**config.mk**
```make
export PLATFORM = sky130hd
export DESIGN_NAME = guarded_cfg_reg
export DESIGN_NICKNAME = d
export VERILOG_FILES = /design/src/rtl/gcr_pkg.sv /design/src/rtl/gcr_rst_sync.sv /design/src/rtl/gcr_addr_decode.sv /design/src/rtl/gcr_key_fsm.sv /design/src/rtl/gcr_live_reg.sv /design/src/rtl/guarded_cfg_reg.sv
export SDC_FILE = /design/constraint.sdc
export NUM_CORES = 1
export LEC_CHECK = 0
export CAP_MARGIN = 10
export CORE_MARGIN = 2
export CORE_UTILIZATION = 36
export DETAILED_ROUTE_END_ITERATION = 8
export GPL_TIMING_DRIVEN = 0
export PLACE_DENSITY_LB_ADDON = 0.05
export SYNTH_ARGS = -nofsm -noshare
export SYNTH_HDL_FRONTEND = slang
export SYNTH_SLANG_ARGS = --single-unit
```
**constraint.sdc**
```tcl
create_clock -name clk -period 3.2 [get_ports clk]
set_input_delay 0.32 -clock clk [delete_from_list [all_inputs] [get_ports clk]]
set_output_delay 0.32 -clock clk [all_outputs]
set_load 0.1 [all_outputs]
```
**src/rtl/gcr_pkg.sv**
```systemverilog
package gcr_pkg;
  typedef enum logic [1:0] {
    SEQ_IDLE  = 2'd0,
    SEQ_ARMED = 2'd1,
    SEQ_HELD  = 2'd2
  } seq_state_t;
endpackage

```
**src/rtl/gcr_rst_sync.sv**
```systemverilog
module gcr_rst_sync #(
  parameter int STAGES = 2
) (
  input  logic clk,
  input  logic arst_n,
  output logic rst_n_sync
);
  logic [STAGES-1:0] chain_q;

  always_ff @(posedge clk or negedge arst_n) begin
    if (!arst_n) chain_q <= '0;
    else         chain_q <= {chain_q[STAGES-2:0], 1'b1};
  end

  assign rst_n_sync = chain_q[STAGES-1];
endmodule

```
**src/rtl/gcr_addr_decode.sv**
```systemverilog
module gcr_addr_decode #(
  parameter int          ADDR_W    = 32,
  parameter logic [31:0] KEY1_ADDR = 32'hFFFF_0650,
  parameter logic [31:0] CFG_ADDR  = 32'hFFFF_0654,
  parameter logic [31:0] KEY2_ADDR = 32'hFFFF_0658
) (
  input  logic [ADDR_W-1:0] addr,
  output logic              hit_key1,
  output logic              hit_cfg,
  output logic              hit_key2
);
  localparam logic [ADDR_W-1:0] K1 = KEY1_ADDR[ADDR_W-1:0];
  localparam logic [ADDR_W-1:0] CF = CFG_ADDR[ADDR_W-1:0];
  localparam logic [ADDR_W-1:0] K2 = KEY2_ADDR[ADDR_W-1:0];

  always_comb begin
    hit_key1 = (addr == K1);
    hit_cfg  = (addr == CF);
    hit_key2 = (addr == K2);
  end
endmodule

```
**src/rtl/gcr_key_fsm.sv**
```systemverilog
module gcr_key_fsm
  import gcr_pkg::*;
#(
  parameter int          DATA_W    = 8,
  parameter logic [7:0]  UNLOCK    = 8'h9A,
  parameter logic [7:0]  CONFIRM   = 8'h0C
) (
  input  logic              clk,
  input  logic              rst_n,
  input  logic              wr,
  input  logic [DATA_W-1:0] wdata,
  input  logic              hit_key1,
  input  logic              hit_cfg,
  input  logic              hit_key2,
  output logic              commit,
  output logic [DATA_W-1:0] pend_val
);
  localparam logic [DATA_W-1:0] UNLOCK_W  = DATA_W'(UNLOCK);
  localparam logic [DATA_W-1:0] CONFIRM_W = DATA_W'(CONFIRM);

  seq_state_t        st_q, st_d;
  logic [DATA_W-1:0] pend_q, pend_d;
  logic              pend_en;
  logic              unlock_ok, confirm_ok;

  always_comb begin
    unlock_ok  = hit_key1 && (wdata == UNLOCK_W);
    confirm_ok = hit_key2 && (wdata == CONFIRM_W);
  end

  always_comb begin
    st_d    = st_q;
    pend_d  = pend_q;
    pend_en = 1'b0;
    commit  = 1'b0;
    if (wr) begin
      unique case (st_q)
        SEQ_IDLE: begin
          if (unlock_ok) st_d = SEQ_ARMED;
        end
        SEQ_ARMED: begin
          if (hit_cfg) begin
            st_d    = SEQ_HELD;
            pend_d  = wdata;
            pend_en = 1'b1;
          end else begin
            st_d = SEQ_IDLE;
          end
        end
        SEQ_HELD: begin
          st_d    = SEQ_IDLE;
          commit  = confirm_ok;
          pend_d  = '0;
          pend_en = 1'b1;
        end
        default: st_d = SEQ_IDLE;
      endcase
    end
  end

  always_ff @(posedge clk or negedge rst_n) begin
    if (!rst_n) begin
      st_q   <= SEQ_IDLE;
      pend_q <= '0;
    end else begin
      st_q <= st_d;
      if (pend_en) pend_q <= pend_d;
    end
  end

  assign pend_val = pend_q;


  idle_wrong_key_chk: assert property (@(posedge clk) disable iff (!rst_n)
    (st_q == SEQ_IDLE && wr && !(hit_key1 && wdata == UNLOCK_W)) |=> (st_q == SEQ_IDLE));


  armed_cancel_chk: assert property (@(posedge clk) disable iff (!rst_n)
    (st_q == SEQ_ARMED && wr && !hit_cfg) |=> (st_q == SEQ_IDLE));


  held_close_chk: assert property (@(posedge clk) disable iff (!rst_n)
    (st_q == SEQ_HELD && wr) |=> (st_q == SEQ_IDLE && pend_q == '0));


  held_entry_chk: assert property (@(posedge clk) disable iff (!rst_n)
    (st_q == SEQ_HELD && $past(st_q) != SEQ_HELD) |-> ($past(st_q) == SEQ_ARMED && $past(wr) && $past(hit_cfg)));
endmodule

```
**src/rtl/gcr_live_reg.sv**
```systemverilog
module gcr_live_reg #(
  parameter int DATA_W = 8,
  parameter int NUM_CH = 4
) (
  input  logic              clk,
  input  logic              rst_n,
  input  logic              commit,
  input  logic [DATA_W-1:0] pend_val,
  input  logic              rd,
  input  logic              hit_key1,
  input  logic              hit_cfg,
  input  logic              hit_key2,
  output logic [DATA_W-1:0] rdata,
  output logic [NUM_CH-1:0] mode_en
);
  localparam logic [DATA_W-1:0] LIVE_MASK = DATA_W'((1 << NUM_CH) - 1);

  logic [NUM_CH-1:0] live_q, live_d;

  always_comb begin
    live_d = pend_val[NUM_CH-1:0];
  end

  always_ff @(posedge clk or negedge rst_n) begin
    if (!rst_n)      live_q <= '0;
    else if (commit) live_q <= live_d;
  end

  always_comb begin
    rdata = '0;
    if (rd && hit_cfg) rdata = DATA_W'(live_q) & LIVE_MASK;
  end

  assign mode_en = live_q;


  live_hold_chk: assert property (@(posedge clk) disable iff (!rst_n)
    !commit |=> $stable(mode_en));


  rsvd_zero_chk: assert property (@(posedge clk) disable iff (!rst_n)
    rdata[DATA_W-1:NUM_CH] == '0);


  key_read_zero_chk: assert property (@(posedge clk) disable iff (!rst_n)
    (rd && (hit_key1 || hit_key2)) |-> (rdata == '0));
endmodule

```
**src/rtl/guarded_cfg_reg.sv**
```systemverilog
module guarded_cfg_reg #(
  parameter int          ADDR_W    = 32,
  parameter int          DATA_W    = 8,
  parameter int          NUM_CH    = 4,
  parameter logic [31:0] KEY1_ADDR = 32'hFFFF_0650,
  parameter logic [31:0] CFG_ADDR  = 32'hFFFF_0654,
  parameter logic [31:0] KEY2_ADDR = 32'hFFFF_0658,
  parameter logic [7:0]  UNLOCK    = 8'h9A,
  parameter logic [7:0]  CONFIRM   = 8'h0C
) (
  input  logic              clk,
  input  logic              arst_n,
  input  logic [ADDR_W-1:0] bus_addr,
  input  logic              bus_wr,
  input  logic [DATA_W-1:0] bus_wdata,
  input  logic              bus_rd,
  output logic [DATA_W-1:0] bus_rdata,
  output logic [NUM_CH-1:0] opamp_en
);
  logic              rst_n;
  logic              hit_key1, hit_cfg, hit_key2;
  logic              commit;
  logic [DATA_W-1:0] pend_val;

  gcr_rst_sync #(.STAGES(2)) u_rst (
    .clk(clk), .arst_n(arst_n), .rst_n_sync(rst_n)
  );

  gcr_addr_decode #(
    .ADDR_W(ADDR_W), .KEY1_ADDR(KEY1_ADDR), .CFG_ADDR(CFG_ADDR), .KEY2_ADDR(KEY2_ADDR)
  ) u_dec (
    .addr(bus_addr), .hit_key1(hit_key1), .hit_cfg(hit_cfg), .hit_key2(hit_key2)
  );

  gcr_key_fsm #(
    .DATA_W(DATA_W), .UNLOCK(UNLOCK), .CONFIRM(CONFIRM)
  ) u_fsm (
    .clk(clk), .rst_n(rst_n), .wr(bus_wr), .wdata(bus_wdata),
    .hit_key1(hit_key1), .hit_cfg(hit_cfg), .hit_key2(hit_key2),
    .commit(commit), .pend_val(pend_val)
  );

  gcr_live_reg #(.DATA_W(DATA_W), .NUM_CH(NUM_CH)) u_live (
    .clk(clk), .rst_n(rst_n), .commit(commit), .pend_val(pend_val),
    .rd(bus_rd), .hit_key1(hit_key1), .hit_cfg(hit_cfg), .hit_key2(hit_key2),
    .rdata(bus_rdata), .mode_en(opamp_en)
  );


  out_change_chk: assert property (@(posedge clk) disable iff (!rst_n)
    (opamp_en != $past(opamp_en)) |-> ($past(bus_wr) && $past(hit_key2) && $past(bus_wdata) == DATA_W'(CONFIRM)));
endmodule

```
==> results.sh, run 1 <==
export IMPL_area_growth_pct=77.8
export IMPL_p_comb_frac=0.385
export IMPL_cap_violations=0
export IMPL_tns_ns=0
export IMPL_die_width_um=50.2
export IMPL_routed_via_density=4.91
export IMPL_relSlewSlack=0.359
export IMPL_fin_worst_skew_ns=0.00685
export IMPL_vias=790
export IMPL_final_cells=161
export IMPL_antenna_found_initial=0
export IMPL_drtIter0Drc=12
export IMPL_yosys_warnings=0
export IMPL_rows=16
export IMPL_h_tree_depth=1
export IMPL_cp_max_fo=10
export IMPL_drt_first_pass_iters=4
export IMPL_final_net_count=182
export IMPL_clk_latency_ns=0.27
export IMPL_place_gp_congestion=0.754
export IMPL_setup_slack_ns=0.204
export IMPL_die_area_um2=2520
export IMPL_drc=0
export IMPL_clkPwrFrac=0.225
export IMPL_synth_top_area_frac=0.392
export IMPL_core_um2=1980
export IMPL_switching_share=0.313
export IMPL_top_level_ports=56
export IMPL_initial_core_util=0.387
export IMPL_ant_nets=0
export IMPL_power_density_nw_per_um2=382
export IMPL_end_kind="output port"
export IMPL_period_needed_ns=3.00
export IMPL_power_uw=521
export IMPL_synth_top_cell_by_area="dfrtp_1"
export IMPL_worst_endpoint_arrival_ns=2.68
export IMPL_holdWs_ns=0.168
export IMPL_drive_above_1_share=0.157
export IMPL_die_h_um=50.2
export IMPL_cts_tree="built"
export IMPL_hold_viol=0
export IMPL_switchingPower_uw=163
export IMPL_maxSlewViolCount=0
export IMPL_fin_area_um2=1360
export IMPL_grt_pass1_vias=873
export IMPL_worst_pin_slew_ns=0.958
export IMPL_placed_area_um2=1320
export IMPL_antenna_cells=0
export IMPL_io_buffers=51
export IMPL_crit_type="primary input to output port"
export IMPL_grt_overflow_total=0
export IMPL_cts_buffers=3
export IMPL_timing_final_crit_share=0.936
export IMPL_start_kind="primary input"
export IMPL_clkSinkCount=12
export IMPL_root_buffer="clkbuf_4"
export IMPL_grt_pass1_wl_mm=3.41
export IMPL_synth_cell_types=28
export IMPL_ys_ff_latch=12
export IMPL_routedWlPerCell_um=12.0
export IMPL_dp_final_hpwl_mm=1.69
export IMPL_netlist_area_um2=767
export IMPL_avgSynthCellArea_um2=10.1
export IMPL_setup_violations=0
export IMPL_grt_max_degree=11
export IMPL_yosys_top_cells_area="dfrtp_1, mux2_4, nand2_1"
export IMPL_p_int_uw=358
export IMPL_leakage_nw=0.576
export IMPL_yosysSeqAreaShare=0.392
export IMPL_ir_drop_uv=230
export IMPL_dp_slack_ns=-0.392
export IMPL_rsz0062_at_grt="false"
export IMPL_groute_usage_overall=0.177
export IMPL_clk_pin_slew_ns=0.08
export IMPL_postCtsHoldBufs=0
export IMPL_synthCells=76
export IMPL_status="completed"
export IMPL_final_core_utilization=0.688
export IMPL_fmax_ghz=0.334
export IMPL_cp_data_required_time_ns=2.88
export IMPL_hold_class="flip-flop to async pin"
export IMPL_routed_wl_mm=1.94
export IMPL_seq_power_share=0.390
export IMPL_cts_path_max_buffers=2
export IMPL_dp_cells=157
layout make-up:
cell class                      instances  area, um^2
Timing Repair Buffer                   51         515
Clock buffer                            4        36.3
Fill cell                             145         618
Inverter                                3        11.3
Buffer                                  6        38.8
Multi-Input combinational cell         58         428
Sequential cell                        12         300
Tap cell                               27        33.8
flip-flops by register name, summed over array words and instances (netlist names):
name	count
u_live.mode_en	4
u_fsm.st_q	2
u_fsm.pend_val	4
u_rst.chain_q	2
routing by layer:
metal	track usage	vias to the layer above	share of wire
met5	0	-	0
met4	0.0972	0	0.017
met3	0.0387	2	0.11
met2	0.309	48	0.48
met1	0.197	349	0.39
li1	-	391	-
path summary, 6_finish.rpt:
path                                                      end  cells after the start                       start  slack (ns)
worst max-delay path                             bus_rdata[3]                      7                 bus_addr[8]        0.20
worst min-delay path            u_live.mode_en[2]$_DFFE_PN0P_                      0  u_rst.chain_q[1]$_DFF_PN0_        0.17
worst max register to register  u_fsm.pend_val[1]$_DFFE_PN0P_                      6   u_fsm.st_q[1]$_DFFE_PN0P_        1.55
worst min register to register  u_live.mode_en[2]$_DFFE_PN0P_                      0  u_rst.chain_q[1]$_DFF_PN0_        0.17
max in group asynchronous       u_live.mode_en[3]$_DFFE_PN0P_                      0  u_rst.chain_q[1]$_DFF_PN0_        2.74
min in group clk                   u_rst.chain_q[1]$_DFF_PN0_                      0  u_rst.chain_q[0]$_DFF_PN0_        0.36
cell usage in the layout, fill, tap and decap left out, types with 2 or more instances in the layout:
| master | synthesis | final |
|---|---|---|
| nand4_1 | 3 | 3 |
| clkdlybuf4s15_2 | 0 | 4 |
| and3_1 | 4 | 4 |
| clkdlybuf4s50_1 | 0 | 47 |
| buf_4 | 4 | 4 |
| inv_1 | 3 | 3 |
| clkbuf_4 | 0 | 3 |
| nand2_1 | 11 | 11 |
| dfrtp_1 | 12 | 12 |
| o21ai_0 | 4 | 4 |
| or4b_1 | 2 | 2 |
| nor4b_1 | 2 | 2 |
| conb_1 | 2 | 5 |
| mux2_4 | 4 | 4 |
| ha_1 | 3 | 3 |
| a2bb2oi_1 | 4 | 4 |
| nand4b_1 | 4 | 4 |
repair_timing:
action                                  CTS  global route
buffers inserted                          0             0
gates resized for setup                  12             0
endpoints found under the setup margin    4             0
synthesized netlist by cell type (all sizes together):
master and instances:
inv 3, o21ai 4, nor3 1, o211ai 1
mux2i 1, nor4bb 1, or3 2, conb 2
dfrtp 12, clkbuf 1, or4b 2, nor4 2
nand4 3, o22ai 1, nand4b 4, and3 5
ha 3, nor4b 2, nand3 1, mux2 5
a2bb2oi 4, buf 5, nand2 11
critical path, cell delays in order:
cell and delay (ns):
clkdlybuf4s50_1 0.41, or4b_1 0.54, nor4_2 0.27, and3_2 0.22, buf_2 0.20, and3_1 0.18
clkdlybuf4s15_2 0.55
cells by family after synthesis:
family	count (synthesis)	share of synthesized area
other	2	0.00979
adder cells (fa/ha/maj)	3	0.0489
multiplexers	6	0.106
buffers and inverters	9	0.0652
AND/OR/NAND/NOR	34	0.289
AO/OA/AOI/OAI	10	0.0897
flip-flops	12	0.392
power groups by stage:
stage	Combinational, mW	Sequential [mW]	Clock, mW
after floorplan	0.127	0.202	0
after global placement	0.195	0.206	0
after detailed placement	0.200	0.208	0
after CTS	0.201	0.204	0.124
after global routing	0.221	0.209	0.131
final	0.201	0.203	0.117
(Power assumes the default switching activity.)
==> inputs of run 2 (changes only) <==
--- a/config.mk
+++ b/config.mk
@@ -11,6 +11,7 @@
 export DETAILED_ROUTE_END_ITERATION = 8
 export GPL_TIMING_DRIVEN = 0
 export PLACE_DENSITY_LB_ADDON = 0.05
+export SETUP_SLACK_MARGIN = 0.3
 export SYNTH_ARGS = -nofsm -noshare
 export SYNTH_HDL_FRONTEND = slang
 export SYNTH_SLANG_ARGS = --single-unit
==> results.sh, run 2 (synthesized netlist as in run 1, its figures left out) <==
export IMPL_status="completed"
export IMPL_dp_slack_ns=-0.392
export IMPL_cp_data_required_time_ns=2.88
export IMPL_rsz0062_at_grt="true"
export IMPL_end_kind="output port"
export IMPL_drtIter0Drc=12
export IMPL_initial_core_util=0.387
export IMPL_fillers=153
export IMPL_clkPwrFrac=0.226
export IMPL_clk_pin_slew_ns=0.08
export IMPL_setup_violations=0
export IMPL_routed_wl_mm=1.96
export IMPL_worst_pin_slew_ns=0.958
export IMPL_switching_share=0.314
export IMPL_cts_tree="built"
export IMPL_crit_type="primary input to output port"
export IMPL_timing_final_crit_share=0.865
export IMPL_rows=16
export IMPL_routed_via_density=4.87
export IMPL_antenna_cells=0
export IMPL_p_int_uw=358
export IMPL_grt_pass1_wl_mm=3.41
export IMPL_p_comb_frac=0.384
export IMPL_vias=784
export IMPL_worst_path_max_delay_cell="or4b_1"
export IMPL_io_buffers=51
export IMPL_antenna_found_initial=0
export IMPL_cp_top_family="simple AND/OR/NAND/NOR gates"
export IMPL_grt_max_degree=11
export IMPL_grt_pass1_vias=873
export IMPL_area_growth_pct=75.9
export IMPL_cp_max_fo=10
export IMPL_die_area_um2=2520
export IMPL_hold_viol=0
export IMPL_grt_overflow_total=0
export IMPL_ir_drop_uv=231
export IMPL_hold_class="flip-flop to async pin"
export IMPL_dp_final_hpwl_mm=1.69
export IMPL_fmax_ghz=0.361
export IMPL_core_um2=1980
export IMPL_maxSlewViolCount=0
export IMPL_cts_buffers=3
export IMPL_drive_above_1_share=0.157
export IMPL_drt_first_pass_iters=4
export IMPL_ant_nets=0
export IMPL_die_width_um=50.2
export IMPL_postCtsHoldBufs=0
export IMPL_cap_violations=0
export IMPL_routedWlPerCell_um=12.1
export IMPL_power_uw=522
export IMPL_drc=0
export IMPL_start_kind="primary input"
export IMPL_worst_endpoint_arrival_ns=2.45
export IMPL_relSlewSlack=0.359
export IMPL_period_needed_ns=2.77
export IMPL_path_buf_inv=3
export IMPL_cts_path_max_buffers=2
export IMPL_h_tree_depth=1
export IMPL_critical_path_max_stage_delay_ns=0.54
export IMPL_clk_latency_ns=0.27
export IMPL_fin_worst_skew_ns=0.00784
export IMPL_die_h_um=50.2
export IMPL_path_cells="clkdlybuf4s50_1 -> or4b_1 -> nor4_2 -> and3_2 -> buf_2 -> and3_1 -> clkbuf_4"
export IMPL_root_buffer="clkbuf_4"
export IMPL_clkSinkCount=12
export IMPL_groute_usage_overall=0.177
export IMPL_power_density_nw_per_um2=387
export IMPL_final_cells=161
export IMPL_dp_cells=157
export IMPL_mostFrequentLayoutCells="clkdlybuf4s50_1, dfrtp_1, nand2_1, clkbuf_4, conb_1"
export IMPL_holdWs_ns=0.174
export IMPL_seq_power_share=0.390
export IMPL_leakage_nw=0.581
export IMPL_place_gp_congestion=0.754
export IMPL_setup_slack_ns=0.431
export IMPL_switchingPower_uw=164
export IMPL_final_core_utilization=0.681
export IMPL_final_net_count=182
export IMPL_top_level_ports=56
export IMPL_final_common_cell="clkdlybuf4s50_1"
export IMPL_cts_setup_buffers=0
run 2: changes by cell type in the layout (fill, tap and decap cells not counted):
cell / change
clkdlybuf4s15_2: -4
clkbuf_4: +4
run 2: what timing repair did:
action / 4_1_cts / 5_1_grt
resized for setup: 20 / 4
pin swaps: 0 / 0
endpoints found under the setup margin: 4 / 4
run 2: final timing paths:
kind | start | to | slack (ns) | depth (start not counted)
setup / recovery | bus_addr[8] | bus_rdata[3] | 0.43 | 7
hold / removal | u_rst.chain_q[1]$_DFF_PN0_ | u_fsm.st_q[0]$_DFFE_PN0P_ | 0.17 | 0
setup reg to reg | u_fsm.st_q[1]$_DFFE_PN0P_ | u_fsm.pend_val[1]$_DFFE_PN0P_ | 1.55 | 6
hold reg to reg | u_rst.chain_q[1]$_DFF_PN0_ | u_fsm.st_q[0]$_DFFE_PN0P_ | 0.17 | 0
max in group asynchronous | u_rst.chain_q[1]$_DFF_PN0_ | u_live.mode_en[3]$_DFFE_PN0P_ | 2.72 | 0
min in group clk | u_rst.chain_q[0]$_DFF_PN0_ | u_rst.chain_q[1]$_DFF_PN0_ | 0.36 | 0
run 2: routing by layer:
layer / part of all wire / global-route usage / vias up
li1: - / - / 390
met1: 0.41 / 0.197 / 345
met2: 0.48 / 0.309 / 47
met3: 0.10 / 0.0387 / 2
met4: 0.017 / 0.0972 / 0
met5: 0 / 0 / -
run 2: final cells by class:
cell class	count	area, um^2	area share
well taps	27	33.8	0.0250
repair buffers	51	500	0.371
inverters	3	11.3	0.00835
flip-flops and latches	12	300	0.223
multi-input cells	58	428	0.317
plain buffers	6	38.8	0.0288
clock buffers	4	36.3	0.0269
run 2: power groups by stage:
stage	Combinational, mW	Clock (mW)	Sequential [mW]
global placement	0.195	0	0.206
detailed placement	0.200	0	0.208
floorplan	0.127	0	0.202
finish	0.200	0.118	0.204
global route	0.221	0.131	0.209
CTS	0.201	0.124	0.204
run 2: stage by stage:
| step | area (um^2) | TNS (ns) |
|---|---|---|
| after floorplan | 778 | 0 |
| after global placement | 1320 | -1.31 |
| after detailed placement | 1320 | -1.55 |
| after CTS | 1340 | 0 |
| after global routing | 1350 | 0 |
| final | 1350 | 0 |
